`config.mk`:
```
export PLATFORM = sky130hd
export DESIGN_NAME = status_push_seq
export DESIGN_NICKNAME = d
export VERILOG_FILES = /design/src/rtl/status_push_pkg.sv /design/src/rtl/status_push_slot.sv /design/src/rtl/status_push_ptr.sv /design/src/rtl/status_push_merge.sv /design/src/rtl/status_push_seq.sv
export SDC_FILE = /design/constraint.sdc
export NUM_CORES = 2
export LEC_CHECK = 0
export BUFFER_PORTS_ARGS = -buffer_cell sky130_fd_sc_hd__clkbuf_2
export CORE_AREA = 3 3 332 334
export DETAILED_ROUTE_END_ITERATION = 16
export DIE_AREA = 0 0 335 337
export PLACE_DENSITY_LB_ADDON = 0.15
export SLEW_MARGIN = 5
export SYNTH_ARGS = -nofsm -noshare
export SYNTH_HDL_FRONTEND = slang
export SYNTH_HIERARCHICAL = 1
export SYNTH_SLANG_ARGS = --single-unit
export TNS_END_PERCENT = 30
```
`constraint.sdc`:
```
create_clock -name clk -period 3.3 [get_ports clk]
set_clock_uncertainty 0.05 [all_clocks]
set_input_delay 0.66 -clock clk [delete_from_list [all_inputs] [get_ports clk]]
set_output_delay 0.66 -clock clk [all_outputs]
set_load 0.005 [all_outputs]
```
`src/rtl/status_push_pkg.sv`:
```
package status_push_pkg;
    localparam int WORD_W      = 32;
    localparam int PSW_W       = 64;
    localparam int GPR_COUNT   = 16;
    localparam int FRAME_SLOTS = 28;
    // zero-based slot indices of the two status words (frame offsets +25, +26)
    localparam int PSW_HI_SLOT = 24;
    localparam int PSW_LO_SLOT = 25;
    // field positions inside a little-endian 64-bit status vector
    localparam int INH_LSB = 24;
    localparam int INH_W   = 3;
    localparam int RBP_LSB = 4;
    localparam int RBP_W   = 4;

    typedef enum logic [1:0] {
        ST_IDLE   = 2'd0,
        ST_PUSH   = 2'd1,
        ST_FINISH = 2'd2
    } push_state_t;
endpackage

```
`src/rtl/status_push_slot.sv`:
```
module status_push_slot
    import status_push_pkg::*;
#(
    parameter int IDX_W = 5
) (
    input  logic [IDX_W-1:0]            slot_idx,
    input  logic [GPR_COUNT*WORD_W-1:0] gpr_flat,
    input  logic [PSW_W-1:0]            psw,
    output logic [WORD_W-1:0]           wdata
);
    localparam int GPR_IDX_W = $clog2(GPR_COUNT);

    always_comb begin
        if (int'(slot_idx) < GPR_COUNT)
            wdata = gpr_flat[int'(slot_idx[GPR_IDX_W-1:0])*WORD_W +: WORD_W];
        else if (int'(slot_idx) == PSW_HI_SLOT)
            wdata = psw[PSW_W-1 -: WORD_W];
        else if (int'(slot_idx) == PSW_LO_SLOT)
            wdata = psw[WORD_W-1:0];
        else
            wdata = '0;
    end
endmodule

```
`src/rtl/status_push_ptr.sv`:
```
module status_push_ptr #(
    parameter int ADDR_W = 17,
    parameter int WC_W   = 15,
    parameter int SC_W   = 15
) (
    input  logic              clk,
    input  logic              rst_n,
    input  logic              load,
    input  logic              step,
    input  logic [ADDR_W-1:0] top_in,
    input  logic [WC_W-1:0]   wc_in,
    input  logic              ovf_in,
    input  logic [SC_W-1:0]   sc_in,
    output logic [ADDR_W-1:0] top_q,
    output logic [WC_W-1:0]   wc_q,
    output logic              ovf_q,
    output logic [SC_W-1:0]   sc_q
);
    logic [WC_W:0] wc_inc;
    assign wc_inc = {1'b0, wc_q} + {{WC_W{1'b0}}, 1'b1};

    always_ff @(posedge clk or negedge rst_n) begin
        if (!rst_n) begin
            top_q <= '0;
            wc_q  <= '0;
            ovf_q <= 1'b0;
            sc_q  <= '0;
        end else if (load) begin
            top_q <= top_in;
            wc_q  <= wc_in;
            ovf_q <= ovf_in;
            sc_q  <= sc_in;
        end else if (step) begin
            top_q <= top_q + ADDR_W'(1);
            wc_q  <= wc_inc[WC_W-1:0];
            ovf_q <= ovf_q | wc_inc[WC_W];
            sc_q  <= sc_q - SC_W'(1);
        end
    end

    p_wc_step_r6: assert property (@(posedge clk) disable iff (!rst_n)
        step && !load |=> wc_q == $past(wc_q) + WC_W'(1));
    p_sc_step_r6: assert property (@(posedge clk) disable iff (!rst_n)
        step && !load |=> sc_q == $past(sc_q) - SC_W'(1));
    p_ovf_sticky_r7: assert property (@(posedge clk) disable iff (!rst_n)
        ovf_q && !load |=> ovf_q);
endmodule

```
`src/rtl/status_push_merge.sv`:
```
module status_push_merge
    import status_push_pkg::*;
(
    input  logic             lp_flag,
    input  logic [PSW_W-1:0] fetched,
    input  logic [PSW_W-1:0] old,
    output logic [PSW_W-1:0] merged
);
    always_comb begin
        merged = fetched;
        merged[INH_LSB +: INH_W] = fetched[INH_LSB +: INH_W] | old[INH_LSB +: INH_W];
        if (!lp_flag)
            merged[RBP_LSB +: RBP_W] = old[RBP_LSB +: RBP_W];
    end
endmodule

```
`src/rtl/status_push_seq.sv`:
```
module status_push_seq
    import status_push_pkg::*;
#(
    parameter int ADDR_W = 17,
    parameter int WC_W   = 15,
    parameter int SC_W   = 15
) (
    input  logic                        clk,
    input  logic                        rst_n,
    input  logic                        start,
    input  logic                        lp_flag,
    input  logic [GPR_COUNT*WORD_W-1:0] gpr_flat,
    input  logic [PSW_W-1:0]            old_psw,
    input  logic [PSW_W-1:0]            fetched_psw,
    input  logic [ADDR_W-1:0]           ptr_top_in,
    input  logic [WC_W-1:0]             ptr_wc_in,
    input  logic                        ptr_ovf_in,
    input  logic [SC_W-1:0]             ptr_sc_in,
    output logic                        mem_we,
    output logic [ADDR_W-1:0]           mem_addr,
    output logic [WORD_W-1:0]           mem_wdata,
    output logic [ADDR_W-1:0]           ptr_top,
    output logic [WC_W-1:0]             ptr_wc,
    output logic                        ptr_ovf,
    output logic [SC_W-1:0]             ptr_sc,
    output logic [PSW_W-1:0]            new_psw,
    output logic                        busy,
    output logic                        done
);
    localparam int IDX_W = $clog2(FRAME_SLOTS);
    localparam logic [IDX_W-1:0] LAST_IDX = IDX_W'(FRAME_SLOTS - 1);

    push_state_t                 state_q, state_d;
    logic [IDX_W-1:0]            idx_q;
    logic [GPR_COUNT*WORD_W-1:0] gpr_q;
    logic [PSW_W-1:0]            old_q, fetched_q, merged;
    logic                        lp_q;
    logic                        accept, step, last;
    logic [WORD_W-1:0]           slot_data;

    assign accept = (state_q == ST_IDLE) && start;
    assign last   = (idx_q == LAST_IDX);

    // state register
    always_ff @(posedge clk or negedge rst_n) begin
        if (!rst_n) state_q <= ST_IDLE;
        else        state_q <= state_d;
    end

    always_comb begin
        state_d = state_q;
        unique case (state_q)
            ST_IDLE:   if (start) state_d = ST_PUSH;
            ST_PUSH:   if (last)  state_d = ST_FINISH;
            ST_FINISH: state_d = ST_IDLE;
            default:   state_d = ST_IDLE;
        endcase
    end

    // outputs of the controller
    always_comb begin
        mem_we = 1'b0;
        busy   = 1'b0;
        done   = 1'b0;
        unique case (state_q)
            ST_IDLE:   ;
            ST_PUSH:   begin mem_we = 1'b1; busy = 1'b1; end
            ST_FINISH: begin busy = 1'b1; done = 1'b1; end
            default:   ;
        endcase
    end

    assign step = mem_we;

    always_ff @(posedge clk or negedge rst_n) begin
        if (!rst_n) begin
            idx_q     <= '0;
            gpr_q     <= '0;
            old_q     <= '0;
            fetched_q <= '0;
            lp_q      <= 1'b0;
            new_psw   <= '0;
        end else begin
            if (accept) begin
                idx_q     <= '0;
                gpr_q     <= gpr_flat;
                old_q     <= old_psw;
                fetched_q <= fetched_psw;
                lp_q      <= lp_flag;
            end else if (step) begin
                idx_q <= idx_q + IDX_W'(1);
            end
            if (step && last)
                new_psw <= merged;
        end
    end

    status_push_ptr #(.ADDR_W(ADDR_W), .WC_W(WC_W), .SC_W(SC_W)) u_ptr (
        .clk    (clk),
        .rst_n  (rst_n),
        .load   (accept),
        .step   (step),
        .top_in (ptr_top_in),
        .wc_in  (ptr_wc_in),
        .ovf_in (ptr_ovf_in),
        .sc_in  (ptr_sc_in),
        .top_q  (ptr_top),
        .wc_q   (ptr_wc),
        .ovf_q  (ptr_ovf),
        .sc_q   (ptr_sc)
    );

    status_push_slot #(.IDX_W(IDX_W)) u_slot (
        .slot_idx (idx_q),
        .gpr_flat (gpr_q),
        .psw      (old_q),
        .wdata    (slot_data)
    );

    status_push_merge u_merge (
        .lp_flag (lp_q),
        .fetched (fetched_q),
        .old     (old_q),
        .merged  (merged)
    );

    assign mem_addr  = ptr_top + ADDR_W'(1);
    assign mem_wdata = slot_data;

    p_addr_ascend_r2: assert property (@(posedge clk) disable iff (!rst_n)
        mem_we && !last |=> mem_we && mem_addr == $past(mem_addr) + ADDR_W'(1));
    p_done_single_r11: assert property (@(posedge clk) disable iff (!rst_n)
        done |=> !done);
    p_done_after_last_r11: assert property (@(posedge clk) disable iff (!rst_n)
        mem_we && last |=> done);
    p_inhibit_keep_r10: assert property (@(posedge clk) disable iff (!rst_n)
        done |-> (new_psw[INH_LSB +: INH_W] & fetched_q[INH_LSB +: INH_W])
                 == fetched_q[INH_LSB +: INH_W]);
    p_no_restart_r12: assert property (@(posedge clk) disable iff (!rst_n)
        busy && start |=> $stable(gpr_q));
endmodule

```
==> flow_summary.ini <==
[timing]
worst_pin_slew_ns = 0.851
fin_ws_ns = -0.157
rsz0062_at_grt = yes
hold_viol = 0
hold_ws_ns = 0.171
slew_headroom_pct = 43.0
drv_slew = 0
fmax_mhz = 289
finalCritPeriodShare_pct = 105
setup_viol = 13
tns_ns = -0.610
min_period_ns = 3.46

[global_route]
grt_use_total_pct = 22.0
grt_max_degree = 86
grt_pass1_wl_um = 182000
grt_remaining_overflow = 0
first_global_vias = 26600
antenna_found_initial = 45

[worst_hold_path]
hold_depth = 2
hp-class = input port to register
hold_start = gpr_flat[54]
min_to = gpr_q[54]

[clocking]
cts.reportedPaths.clkPinSlew_ns = 0.06
cts-root-buf = clkbuf_16
cts.sinks = 760
clock_latency_ns = 0.67
cts_max_level = 3
cts_buffer_depth = 3
cts_tree = done
cts_made_buffers = 90

[logic_synthesis]
synth_nets = 3215
synthFlopType = dfrtp_1
postSynth.asyncResetShare_pct = 100
synth_area_per_cell_um2 = 14.1
ys_seq_area_share_pct = 53.5
synth_edf_count = 0
synth_area_um2 = 35500
ys_seq_elements = 760
yosysWarnings = 6
synth_cells = 2514
synth_cell_types = 55

[power]
power.share.sequential_pct = 38.5
swShare_pct = 34.4
clockPowerShare_pct = 23.3
ir_drop_mv = 0.444
intPower_uw = 28300
powerDensity_nw_per_um2 = 953
combPwrFrac_pct = 38.3
leakagePower_uw = 0.0203
p_switching_uw = 14900

[place]
place_hpwl_um = 97600
dp.cells = 4654
place_ws_ns = 0.221
gp_congestion = 0.867
io_buffers = 855

[floorplanning]
core_area_um2 = 107000
die-area_um2 = 113000
die_w_um = 335
io_pins = 856
num_rows = 120
fp.dieH_um = 337
initial_core_util_pct = 33.1

[critical_path]
r2r-end = new_psw[40]
crit_buf_inv = 2
cp-end-kind = primary output
cp.arrival_ns = 2.75
ff2ff_setup_slack_ns = 0.69
slowest_delay_ns = 0.69
worstSetupPathType = register to primary output
slowest_stage = o211ai_1
cp_top_family = compound AO/OA/AOI/OAI gates
crit_required_ns = 2.59
r2r-start = idx_q[0]
worstRegToRegCells = 6
crit_fanout = 7
cp_cell_sequence = buf_12, mux2i_2, a22oi_2, nand2_1, o211ai_1, buf_2
startpoint_type = register

[drt]
dr_total_vias = 24400
totalWireLength_um = 128000
post_drt_via_cell_ratio = 4.99
ant_nets = 0
wl_per_cell_um = 26.3
drc = 0
dr.pass1.iters = 5
dr.first_iter.drc_count = 1299

[finish]
utilization_pct = 42.3
fill_cells = 10100
drive_gt1_share_pct = 59.1
layout.nets = 4085
syn_to_final_growth_pct = 27.7
final_cells = 4876

[outcome]
violations = setup timing
status = finished with violations

[flow_run]
drv_cap = 0
flip-flops by register name (all words and copies together), names as in the netlist:
signal and flops:
old_q 64, new_psw 64, state_q 2, fetched_q 64, u_ptr/wc_q 15, u_ptr/sc_q 15, u_ptr/top_q 17, gpr_q 512
lp_q 1, u_ptr/ovf_q 1, idx_q 5
synth_stat cells (2+ instances only):
cell        n  area [um2]
dfrtp_1   760       19000
mux2_2    683        7690
mux2i_1   199        1990
nand2_1   119         447
buf_6      80         901
nand3_1    79         395
buf_4      76         571
mux2_4     60         901
o21ai_0    37         185
o21ai_1    36         180
a22oi_1    35         263
a21oi_1    33         165
xnor2_1    32         280
clkbuf_1   31         116
mux4_2     31         698
buf_2      25         125
xor2_1     23         201
a221oi_1   20         175
nor2_1     20        75.1
nand4_1    18         113
nor4_1     14        87.6
a221oi_2   11         165
inv_1      10        37.5
ha_1        9         113
buf_12      8         160
nor3_1      8        40.0
or3_1       5        31.3
and4_1      4        35.0
nor2b_1     4        25.0
or2_2       4        25.0
a221o_1     3        30.0
a31oi_1     3        18.8
and2_1      3        18.8
buf_1       3        11.3
or4_1       3        22.5
and3_1      2        12.5
nand2b_1    2        12.5
o31a_1      2        17.5
o31ai_1     2        15.0
or4_4       2        22.5
layout by cell type, fill, tap and decap left out, drive strengths merged, types with 5 or more instances in the layout:
cell,instances
a21oi,33
a221oi,31
a22oi,35
and2,5
buf,150
bufinv,5
clkbuf,984
clkinv,18
dfrtp,760
diode,18
ha,9
inv,13
mux2,743
mux2i,199
mux4,31
nand2,119
nand3,80
nand4,19
nor2,20
nor3,8
nor4,15
o21ai,73
or3,5
or4,5
xnor2,32
xor2,23
power groups by stage:
stage               Clock, uW  Sequential (uW)  Combinational, uW
floorplan                   0            15600              11000
global placement            0            16700              15000
detailed placement          0            16800              15200
CTS                     10400            16600              16200
global route            10700            17200              17800
finish                  10100            16600              16500
cell type report:
type,instances,area [um2],area share [%]
multi-input cells,1520,15300,33.6
well taps,1403,1760,3.87
inverters,11,41.3,0.0910
clock inverters,28,322,0.709
diodes,18,45.0,0.0993
flip-flops and latches,760,19000,42.0
repair buffers,1001,6250,13.8
clock buffers,135,2660,5.87
through the flow:
step                instance area [um2]  total power (uW)
floorplan                         35500             26600
detailed placement                41000             32000
CTS                               44800             43200
global route                      45300             45700
finish                            45400             43200
global placement                  41000             31600
timing repair:
item	4_1_cts	5_1_grt
pin swaps	17	32
endpoints found under the setup margin	32	34
endpoints found under the hold margin	43	0
gates cloned	4	3
setup buffers	18	15
hold buffers	1	0
resized for setup	91	73
routing by layer:
layer	global-route usage, %	routed length [um]
met3	6.87	9160
met2	38.4	64700
met1	25.4	49800
met5	0	274
met4	8.01	4520
how the worst max path moves through the flow:
| stage | start | endpoint | slack [ns] | cells after the start |
|---|---|---|---|---|
| global route | idx_q[1] | mem_wdata[30] | -0.23 | 6 |
| CTS | idx_q[1] | mem_wdata[30] | -0.28 | 6 |
| global placement | idx_q[0] | mem_wdata[13] | 0.21 | 5 |
| detailed placement | idx_q[0] | mem_wdata[13] | 0.22 | 5 |
| finish | idx_q[1] | mem_wdata[30] | -0.16 | 6 |
| floorplan | start | u_ptr/wc_q[0] | 0.90 | 8 |
cells by family after synthesis:
| group | count (synthesis) | synth area share (%) |
|---|---|---|
| AO/OA/AOI/OAI | 184 | 3.46 |
| AND/OR/NAND/NOR | 298 | 4.14 |
| adder cells (fa/ha/maj) | 9 | 0.317 |
| buffers and inverters | 235 | 5.44 |
| XOR/XNOR | 55 | 1.36 |
| multiplexers | 973 | 31.8 |
| flip-flops | 760 | 53.5 |
No activity file was read; power rests on OpenSTA's default activity.
